[config.mk]
export PLATFORM = sky130hd
export DESIGN_NAME = swp_guard
export DESIGN_NICKNAME = d
export VERILOG_FILES = /design/src/rtl/swp_pkg.sv /design/src/rtl/swp_key_match.sv /design/src/rtl/swp_seq_fsm.sv /design/src/rtl/swp_guard.sv
export SDC_FILE = /design/constraint.sdc
export NUM_CORES = 1
export LEC_CHECK = 0
export ABC_AREA = 1
export BUFFER_PORTS_ARGS = -buffer_cell sky130_fd_sc_hd__buf_2
export CAP_MARGIN = 25
export CORE_MARGIN = 2
export CORE_UTILIZATION = 48
export DETAILED_ROUTE_END_ITERATION = 12
export PLACE_DENSITY = 0.83
export SYNTH_ARGS = -nofsm -noshare
export SYNTH_HDL_FRONTEND = slang
export SYNTH_SLANG_ARGS = --single-unit
export TNS_END_PERCENT = 50
[constraint.sdc]
create_clock -name clk -period 1.8 [get_ports clk]
set_input_delay 0.09 -clock clk [delete_from_list [all_inputs] [get_ports clk]]
set_output_delay 0.09 -clock clk [all_outputs]
set_load 0.05 [all_outputs]
[src/rtl/swp_pkg.sv]
package swp_pkg;

    // Width of the address field that takes part in sequence matching
    localparam int unsigned SEQ_ADDR_W = 15;
    localparam int unsigned BYTE_W     = 8;

    // Key writes recognised by the matcher, one bit each in the hit vector
    localparam int unsigned KEY_N     = 5;
    localparam int unsigned K_FIRST   = 0;  // 0xAA at 0x5555
    localparam int unsigned K_SECOND  = 1;  // 0x55 at 0x2AAA
    localparam int unsigned K_UNLOCK  = 2;  // 0xA0 at 0x5555
    localparam int unsigned K_ARM     = 3;  // 0x80 at 0x5555
    localparam int unsigned K_CLEAR   = 4;  // 0x20 at 0x5555

    typedef logic [KEY_N-1:0] key_hit_t;

    typedef enum logic [2:0] {
        ST_IDLE   = 3'd0,
        ST_K1     = 3'd1,
        ST_K2     = 3'd2,
        ST_OPEN   = 3'd3,
        ST_ARM    = 3'd4,
        ST_ARM_K1 = 3'd5,
        ST_ARM_K2 = 3'd6
    } seq_state_e;

    typedef struct packed {
        seq_state_e st;
        logic       prot;
    } guard_regs_t;

    function automatic logic [SEQ_ADDR_W-1:0] key_addr(input int unsigned idx);
        logic [SEQ_ADDR_W-1:0] a;
        case (idx)
            K_SECOND: a = 15'h2AAA;
            default:  a = 15'h5555;
        endcase
        return a;
    endfunction

    function automatic logic [BYTE_W-1:0] key_data(input int unsigned idx);
        logic [BYTE_W-1:0] d;
        case (idx)
            K_FIRST:  d = 8'hAA;
            K_SECOND: d = 8'h55;
            K_UNLOCK: d = 8'hA0;
            K_ARM:    d = 8'h80;
            default:  d = 8'h20;
        endcase
        return d;
    endfunction

endpackage

[src/rtl/swp_key_match.sv]
module swp_key_match
    import swp_pkg::*;
(
    input  logic [SEQ_ADDR_W-1:0] addr_lo,
    input  logic [BYTE_W-1:0]     data,
    output key_hit_t              hit
);

    for (genvar i = 0; i < KEY_N; i++) begin : g_key
        assign hit[i] = (addr_lo == key_addr(i)) && (data == key_data(i));
    end

endmodule

[src/rtl/swp_seq_fsm.sv]
module swp_seq_fsm
    import swp_pkg::*;
#(
    parameter logic PROT_RESET = 1'b0
) (
    input  logic     clk,
    input  logic     rst_n,
    input  logic     wr_valid,
    input  key_hit_t hit,
    input  logic     load_done,
    output logic     allow,
    output logic     prot,
    output logic     win_open
);

    guard_regs_t r_q;
    guard_regs_t r_d;

    always_comb begin
        r_d   = r_q;
        allow = 1'b0;
        if (wr_valid) begin
            // Outside the window a write is judged by the flag before this edge
            allow = !r_q.prot;
            unique case (r_q.st)
                ST_IDLE: begin
                    if (hit[K_FIRST]) r_d.st = ST_K1;
                end
                ST_K1: begin
                    r_d.st = hit[K_SECOND] ? ST_K2 : ST_IDLE;
                end
                ST_K2: begin
                    if (hit[K_UNLOCK]) begin
                        r_d.st   = ST_OPEN;
                        r_d.prot = 1'b1;
                    end else if (hit[K_ARM]) begin
                        r_d.st = ST_ARM;
                    end else begin
                        r_d.st = ST_IDLE;
                    end
                end
                ST_OPEN: begin
                    allow = 1'b1;
                end
                ST_ARM: begin
                    r_d.st = hit[K_FIRST] ? ST_ARM_K1 : ST_IDLE;
                end
                ST_ARM_K1: begin
                    r_d.st = hit[K_SECOND] ? ST_ARM_K2 : ST_IDLE;
                end
                ST_ARM_K2: begin
                    r_d.st = ST_IDLE;
                    if (hit[K_CLEAR]) r_d.prot = 1'b0;
                end
                default: begin
                    r_d.st = ST_IDLE;
                end
            endcase
        end
        // The page-load controller closes the window; protection stays set
        if ((r_q.st == ST_OPEN) && load_done) begin
            r_d.st = ST_IDLE;
        end
    end

    always_ff @(posedge clk or negedge rst_n) begin
        if (!rst_n) begin
            r_q.st   <= ST_IDLE;
            r_q.prot <= PROT_RESET;
        end else begin
            r_q <= r_d;
        end
    end

    assign prot     = r_q.prot;
    assign win_open = (r_q.st == ST_OPEN);

endmodule

[src/rtl/swp_guard.sv]
module swp_guard
    import swp_pkg::*;
#(
    parameter int unsigned ADDR_W     = 17,
    parameter logic        PROT_RESET = 1'b0
) (
    input  logic              clk,
    input  logic              rst_n,
    input  logic              wr_valid,
    input  logic [ADDR_W-1:0] wr_addr,
    input  logic [BYTE_W-1:0] wr_data,
    input  logic              load_done,
    output logic              wr_allow,
    output logic              prot_en
);

    localparam int unsigned HI_W = ADDR_W - SEQ_ADDR_W;

    logic [SEQ_ADDR_W-1:0] addr_lo;
    logic                  unused_addr_hi;
    key_hit_t              hit;
    logic                  win_open;

    // Upper address bits never take part in sequence matching
    assign addr_lo        = wr_addr[SEQ_ADDR_W-1:0];
    assign unused_addr_hi = ^wr_addr[ADDR_W-1:ADDR_W-HI_W];

    swp_key_match u_match (
        .addr_lo (addr_lo),
        .data    (wr_data),
        .hit     (hit)
    );

    swp_seq_fsm #(
        .PROT_RESET (PROT_RESET)
    ) u_fsm (
        .clk       (clk),
        .rst_n     (rst_n),
        .wr_valid  (wr_valid),
        .hit       (hit),
        .load_done (load_done),
        .allow     (wr_allow),
        .prot      (prot_en),
        .win_open  (win_open)
    );

endmodule

Word level (Yosys, flattened, before mapping)
Cells that the tools add are included.
W data, S select, Z words.
{"block": "word_totals", "elab_cells": 45, "out_inout_bits": 2, "input_bits": 29, "regBits": 4}
{"block": "classes", "reduce_logical": 12, "muxes": 14, "n_eq_ne": 17}
{"cell": "$eq A8 B8 Y1 const B", "n": 3}
{"cell": "$mux W3", "n": 6}
{"cell": "$pmux W3 S6", "n": 1}
{"cell": "$eq A15 B14 Y1 const B", "n": 1}
{"cell": "$eq A15 B15 Y1 const B", "n": 1}
{"cell": "$eq A3 B3 Y1 const B", "n": 3}
{"cell": "$eq A8 B6 Y1 const B", "n": 1}
{"cell": "$eq A8 B7 Y1 const B", "n": 1}
{"cell": "$eq A3 B2 Y1 const B", "n": 2}
{"cell": "$logic_and A1 B1 Y1", "n": 6}
{"cell": "$ne A2 B2 Y1 const B", "n": 3}
{"cell": "$mux W1", "n": 4}
{"cell": "$mux W4", "n": 1}
{"cell": "$reduce_and A4 Y1", "n": 1}
{"cell": "$reduce_bool A2 Y1", "n": 2}
{"cell": "$eq A3 B1 Y1 const B", "n": 1}
{"cell": "$logic_not A3 Y1", "n": 1}
{"cell": "$ne A3 B1 Y1 const B", "n": 1}
{"cell": "$reduce_and A3 Y1", "n": 1}
{"cell": "$mux W2", "n": 1}
{"cell": "$pmux W1 S2", "n": 1}
{"cell": "$logic_not A1 Y1", "n": 1}

Longest topological paths before layout
Gate-level depths: netlist of the first run.
{"block": "logic_depth", "ltp_word": 7, "depth_mapped": 10, "mapped_depth_nobuf": 10}

Hierarchy
A second synthesis of the first run with hierarchy kept.
{"block": "unflattened", "hier_cells": 109, "hier_area_um2": 544.3}
{"mod": "swp_seq_fsm", "seq_area_each_um2": 100.1, "area_each_um2": 279.0, "cells_per_inst": 43, "n_inst": 1}
{"mod": "swp_key_match", "seq_area_each_um2": 0.0, "area_each_um2": 265.3, "cells_per_inst": 66, "n_inst": 1}

Least setup slack after synthesis of the first run
Ideal clock, no wire load.
{"block": "synth_timing", "kind": "flip-flop to output port", "start": "reg u_fsm.r_q[3] in the netlist's numbering", "end": "out wr_allow", "setup_slack_ns": 0.256, "n_path_buf": 0, "required_time_ns": 1.710, "arrival_ns": 1.454, "path_stages_with_launch": 4, "path_cell_list": "dfrtp_1 -> nor3_4 -> inv_1 -> a21oi_1"}
{"block": "synth_via", "elab_chain_len": 3}
{"element": "start, declared", "line": "swp_seq_fsm.sv:16", "text": "guard_regs_t r_q;"}
{"element": "start signal, assigned", "line": "swp_seq_fsm.sv:71", "text": "r_q <= r_d;"}
{"element": "$eq A3 B2 Y1", "line": "swp_seq_fsm.sv:25", "text": "unique case (r_q.st)"}
{"element": "$mux W1", "line": "swp_seq_fsm.sv:25"}
{"element": "$mux W1", "line": "swp_seq_fsm.sv:22", "text": "if (wr_valid) begin"}
{"element": "end, declared", "line": "swp_guard.sv:13", "text": "output logic wr_allow,"}
No other way between the ends.

Final worst setup path of the first run
{"block": "layout_timing", "start": "reg u_fsm.r_q[2] in the netlist's numbering", "end": "out wr_allow"}
Same word-level chain as after synthesis.

==> results.toml, run 1 <==
[cells_and_area]
layout-area-overhead-vs-synth_pct = 30.1
diodes = 0
design_area_sq_um = 828
fillers = 137
drive_above_1_share_pct = 23.5
final_cell_count_no_fill = 177
nNetsFinal = 193

[synthesis]
ys_ff_latch = 4
synth_nets = 159
synth_edf_count = 0
netlist_area_sq_um = 637
ys_warn_count = 0
syn_inst = 130
async_flop_share_pct = 100
synth_cell_types = 16
yosys-top-cells-count = "nand2_1 (44), inv_1 (25), nor2_1 (25)"
synth_most_common_cell = "nand2_1"
synthTopCellsByArea = "nand2_1 (26%), dfrtp_1 (16%), inv_1 (15%)"
postSynthAreaPerCell_sq_um = 4.90
yosysTopAreaCellShare_pct = 25.9
yosysTopAreaCell = "nand2_1"
ys_seq_area_share_pct = 15.7
synth_flop_cell = "dfrtp_1"

[global_route]
globalRouteMet2Util_pct = 36.9
grt_pass1_wl_mm = 2.35
grt_pass1_vias = 648
groute.usage.overall_pct = 21.3
antenna_found_initial = 0
grt_util_met1_pct = 26.1
met3_usage_pct = 8.33
grt_max_degree = 7
grt.busiest_layer = "met2"
grt-ovfl-total = 0

[placed_design]
dpl_cell_area_sq_um = 796
place_congestion = 0.847
port_buffers = 28
place_inst = 173
place_hpwl_mm = 1.32

[power]
power_leakage_nw = 0.469
powerDensity_mw_per_mm2 = 349
vdd_drop_max_mv = 0.312

[routing]
via_per_inst = 4.69
drt-pass1-iter-count = 4
antenna_left = 0
drc = 0
vias = 831
wirelength_mm = 1.46
wire_per_inst_um = 8.27
drt_iter0_markers = 16

[sta]
rsz0062_at_grt = "no"
min_period_ns = 1.44
tns_ns = 0
finalCritPeriodShare_pct = 80.0
worstMarginPinSlew_ns = 0.296
maxSlewViolCount = 0
hold_viol = 0
fin_skew_ns = 0.00453
max_freq_ghz = 0.694
relSlewSlack_pct = 80.1
setup_viol = 0

[die]
rows = 13
core_area_sq_mm = 0.00127
initial_utilization_pct = 50.2
dieArea_sq_mm = 0.00163
dieWidth_um = 40.4
die_y_um = 40.4
io_pins = 31

[clock_network]
root_buffer = "clkbuf_4"
cts_max_path_buffers = 2
path_clk_slew_ns = 0.04
clock-sinks = 4
cts_made_buffers = 3
cts_tree = "done"
h-tree-depth = 1
clk_latency_ns = 0.24
post_cts_buffers = 0

[critical_path]
r2r-end = "u_fsm.r_q[2]"
reg2reg_from = "u_fsm.r_q[1]"
r2r_cells = 7
worst-path-stages = 5
arrival_ns = 1.35
critPathTopFamily = "buffers and inverters"
worstPathRequired_ns = 1.71
cp.buffers_inverters = 3
critPathSlowestCell = "dfrtp_1"
path_max_fanout = 4
max_stage_delay_ns = 0.41
start_kind = "flop"
worst-r2r-setup-slack_ns = 0.54
crit_chain = "inv_2 -> nor3_4 -> inv_1 -> a21oi_1 -> buf_2"
endpoint_kind = "output pin"
critPathLaunch = "u_fsm.r_q[2]"
crit_end = "wr_allow"
critPathKind = "reg -> out"

[status]
status = "finished clean"

[min_path]
hold_class = "in -> reg"

[run]
cap_violations = 0
-- routing by layer --
layer / share of wire, % / routed length, um
met1: 46 / 669
met2: 49 / 720
met3: 5.1 / 74
met5: 0 / 0
met4: 0 / 0
-- kinds of logic (layout without fill, tap and decap cells) --
logic type,after synthesis,count (layout),share of synthesized area [%]
flip-flops,4,4,15.7
AND/OR/NAND/NOR,97,97,66.6
buffers and inverters,26,58,15.3
AO/OA/AOI/OAI,3,3,2.36
-- cell usage in the layout (no fill, tap or decap) --
| cell type | synthesis | routed |
|---|---|---|
| nor3_4 | 1 | 1 |
| nor3b_1 | 1 | 1 |
| o21ai_0 | 1 | 1 |
| buf_2 | 0 | 28 |
| dlygate4sd3_1 | 0 | 1 |
| inv_2 | 1 | 1 |
| nor2_1 | 25 | 25 |
| nand2_2 | 1 | 1 |
| nand4_1 | 3 | 3 |
| nor3_1 | 5 | 5 |
| nand3_1 | 12 | 12 |
| nor2_2 | 4 | 4 |
| o21ai_1 | 1 | 1 |
| nand2_1 | 44 | 44 |
| clkbuf_4 | 0 | 3 |
| dfrtp_1 | 4 | 4 |
| inv_1 | 25 | 25 |
| a21oi_1 | 1 | 1 |
| nor2b_1 | 1 | 1 |
-- flip-flops by register name, summed over array words and instances (netlist names) --
register	cells
u_fsm.prot	1
u_fsm.r_q	3
-- power breakdown --
part           leakage, nW  internal (mW)  switching (mW)
Clock               0.0138         0.0745          0.0358
Combinational        0.399         0.0377          0.0496
Sequential          0.0559         0.0909        0.000515
-- worst min path at each step --
stage,startpoint,endpoint,slack (ns),cells after the start
3_3_place_gp,rst_n,u_fsm.r_q[2],-0.10,1
3_5_place_dp,rst_n,u_fsm.r_q[1],-0.10,1
6_report,wr_valid,u_fsm.r_q[2],0.13,3
5_1_grt,wr_valid,u_fsm.r_q[2],0.15,3
2_1_floorplan,rst_n,u_fsm.prot,-0.21,0
4_1_cts,wr_valid,u_fsm.r_q[2],0.12,3
-- area by class of cell --
class                      count  area (sq um)  area share (%)
tap                           15          18.8            2.27
sequential                     4           100            12.1
multi-input combinational    100           439            53.0
clock buffer                   3          22.5            2.72
timing repair buffer          29           150            18.1
inverter                      26          97.6            11.8
-- worst register-to-register path, stage by stage, from the launching register on --
cell and delay [ns]:
dfrtp_1 0.41, inv_1 0.12, nand2_1 0.08, nor2_1 0.20
nand3_1 0.15, nand3_1 0.11, nand2_1 0.05, nand2_1 0.06
-- repair_timing --
action / 4_1_cts / 5_1_grt
gates resized for setup: 0 / 0
endpoints found under the hold margin: 4 / 0
hold buffers: 1 / 0
-- metrics by stage --
| step | utilization [%] | power (mW) | worst slack (ns) | hold slack (ns) |
|---|---|---|---|---|
| 3_3_place_gp | 62.7 | 0.174 | 0.577 | -0.102 |
| 4_1_cts | 65.3 | 0.293 | 0.359 | 0.125 |
| 5_1_grt | 65.3 | 0.313 | 0.264 | 0.147 |
| 6_report | 65.3 | 0.289 | 0.359 | 0.128 |
| 3_5_place_dp | 62.7 | 0.178 | 0.569 | -0.100 |
| 2_1_floorplan | - | 0.133 | 0.256 | -0.206 |
Power figures use the tool's default switching activity.
==> run 2, diff against run 1 <==
--- a/config.mk
+++ b/config.mk
@@ -9,9 +9,9 @@
 export BUFFER_PORTS_ARGS = -buffer_cell sky130_fd_sc_hd__buf_2
 export CAP_MARGIN = 25
 export CORE_MARGIN = 2
-export CORE_UTILIZATION = 48
+export CORE_UTILIZATION = 40
 export DETAILED_ROUTE_END_ITERATION = 12
-export PLACE_DENSITY = 0.83
+export PLACE_DENSITY = 0.74
 export SYNTH_ARGS = -nofsm -noshare
 export SYNTH_HDL_FRONTEND = slang
 export SYNTH_SLANG_ARGS = --single-unit
==> constraint.sdc (replaced) <==
create_clock -name clk -period 1.3 [get_ports clk]
set_input_delay 0.065 -clock clk [delete_from_list [all_inputs] [get_ports clk]]
set_output_delay 0.065 -clock clk [all_outputs]
set_load 0.05 [all_outputs]
==> run 2 against run 1 <==
  * Die area rose by 18%
  * Wire length rose by 11%
  * Hold slack got worse by 0.020 ns
  * Via count rose by 6.7%
  * Largest power group unchanged
  * Critical path type unchanged
  * Clock power rose by 39%
  * Count of clock-buffer cells in the layout did not move
  * Sequential power rose by 38%
  * Sequential share of layout area fell by 0.38 points
  * Final area rose by 4.5%
==> results.toml, run 2 (synthesized netlist as in run 1, its figures left out) <==
[status]
status = "finished clean"

[placed_design]
dpl_cell_area_sq_um = 801
port_buffers = 28
place_congestion = 0.785
place_hpwl_mm = 1.38
dp_slack_ns = 0.0419

[critical_path]
critPathKind = "reg -> out"
crit_end = "wr_allow"
worstPathRequired_ns = 1.24
endpoint_kind = "output pin"
worst-r2r-setup-slack_ns = 0.07
critPathLaunch = "u_fsm.r_q[2]"
reg2reg_from = "u_fsm.r_q[3]"
start_kind = "flop"
path_max_fanout = 4
r2r_cells = 9
arrival_ns = 1.23
r2r-end = "u_fsm.r_q[1]"

[sta]
min_period_ns = 1.30
finalCritPeriodShare_pct = 99.7
tns_ns = 0
fin_ws_ns = 0.00332
relSlewSlack_pct = 80.1
worstMarginPinSlew_ns = 0.296
rsz0062_at_grt = "yes"
setup_viol = 0
max_freq_ghz = 0.771
fin_skew_ns = 0.00196
hold_viol = 0
maxSlewViolCount = 0
finalHoldWorstSlack_ns = 0.109

[power]
power_leakage_nw = 0.486
power_mw = 0.405
vdd_drop_max_mv = 0.404
powerDensity_mw_per_mm2 = 467

[cells_and_area]
diodes = 0
largest-register = "u_fsm.r_q"
largest_reg_flops = 3
nNetsFinal = 196
drive_above_1_share_pct = 26.7
final_cell_mix = "nand2_1 (44), buf_2 (27), inv_1 (25)"
final_common_cell = "nand2_1"
reg_top3 = "u_fsm.r_q (3), u_fsm.prot (1)"
layout-area-overhead-vs-synth_pct = 36.0
design_area_sq_um = 866

[clock_network]
cts_max_path_buffers = 2
h-tree-depth = 1
cts_made_buffers = 3
cts_tree = "done"
clock-sinks = 4
path_clk_slew_ns = 0.03
root_buffer = "clkbuf_4"
clk_latency_ns = 0.24

[die]
io_pins = 31
dieWidth_um = 43.9
core_area_sq_mm = 0.00151
rows = 14
dieArea_sq_mm = 0.00193
initial_utilization_pct = 42.3
die_y_um = 43.9

[global_route]
groute.usage.overall_pct = 20.1
grt_max_degree = 6
grt_pass1_vias = 802
grt-ovfl-total = 0
grt_pass1_wl_mm = 2.88
antenna_found_initial = 0

[routing]
wirelength_mm = 1.62
via_per_inst = 4.90
drt_iter0_markers = 23
wire_per_inst_um = 8.94
drt-pass1-iter-count = 4
drc = 0
vias = 887
antenna_left = 0

[run]
cap_violations = 0

[min_path]
hold_class = "in -> reg"
run 2: layer usage:
| metal | GRT usage, % | routed length (um) |
|---|---|---|
| met5 | 0 | 0 |
| met4 | 7.27 | 10 |
| met3 | 6.25 | 104 |
| met2 | 36.8 | 821 |
| met1 | 21.2 | 683 |
run 2: area by class of cell:
class / instances / area (sq um)
multi-input cells: 100 / 445
fillers: 163 / 641
well taps: 16 / 20.0
inverters: 26 / 97.6
clock buffers: 3 / 22.5
flip-flops and latches: 4 / 101
repair buffers: 32 / 179
run 2: how the worst min path moves through the flow:
stage	from	to	slack, ns	cells past startpoint
after CTS	wr_valid	u_fsm.r_q[2]	0.1	3
after global routing	wr_valid	u_fsm.r_q[3]	0.11	3
after global placement	rst_n	u_fsm.r_q[2]	-0.12	1
after floorplan	rst_n	u_fsm.prot	-0.23	0
final	wr_valid	u_fsm.r_q[2]	0.11	3
after detailed placement	rst_n	u_fsm.r_q[2]	-0.12	1
run 2: through the flow:
step                      std cells  utilization (%)
after detailed placement        174             53.2
after global routing            181             57.5
after CTS                       181             57.3
final                           181             57.5
after floorplan                 130                -
after global placement          174             53.2
run 2: what timing repair did:
| item | in CTS | in global routing |
|---|---|---|
| endpoints found under the hold margin | 4 | 0 |
| endpoints found under the setup margin | 1 | 2 |
| resized for setup | 3 | 1 |
| hold buffers | 1 | 0 |
| cloned | 0 | 0 |
| setup buffers | 3 | 0 |
| pin swaps | 0 | 0 |
run 2: critical path, stage by stage, from the launching register on:
cell and delay [ns]:
dfrtp_1 0.36, inv_2 0.07, nor3_4 0.18, inv_1 0.07, a21oi_2 0.13, buf_6 0.17
run 2: power breakdown:
part           internal [mW]  switching (mW)
clock network          0.103          0.0500
registers              0.126        0.000347
logic                 0.0550          0.0703
total                  0.284           0.121
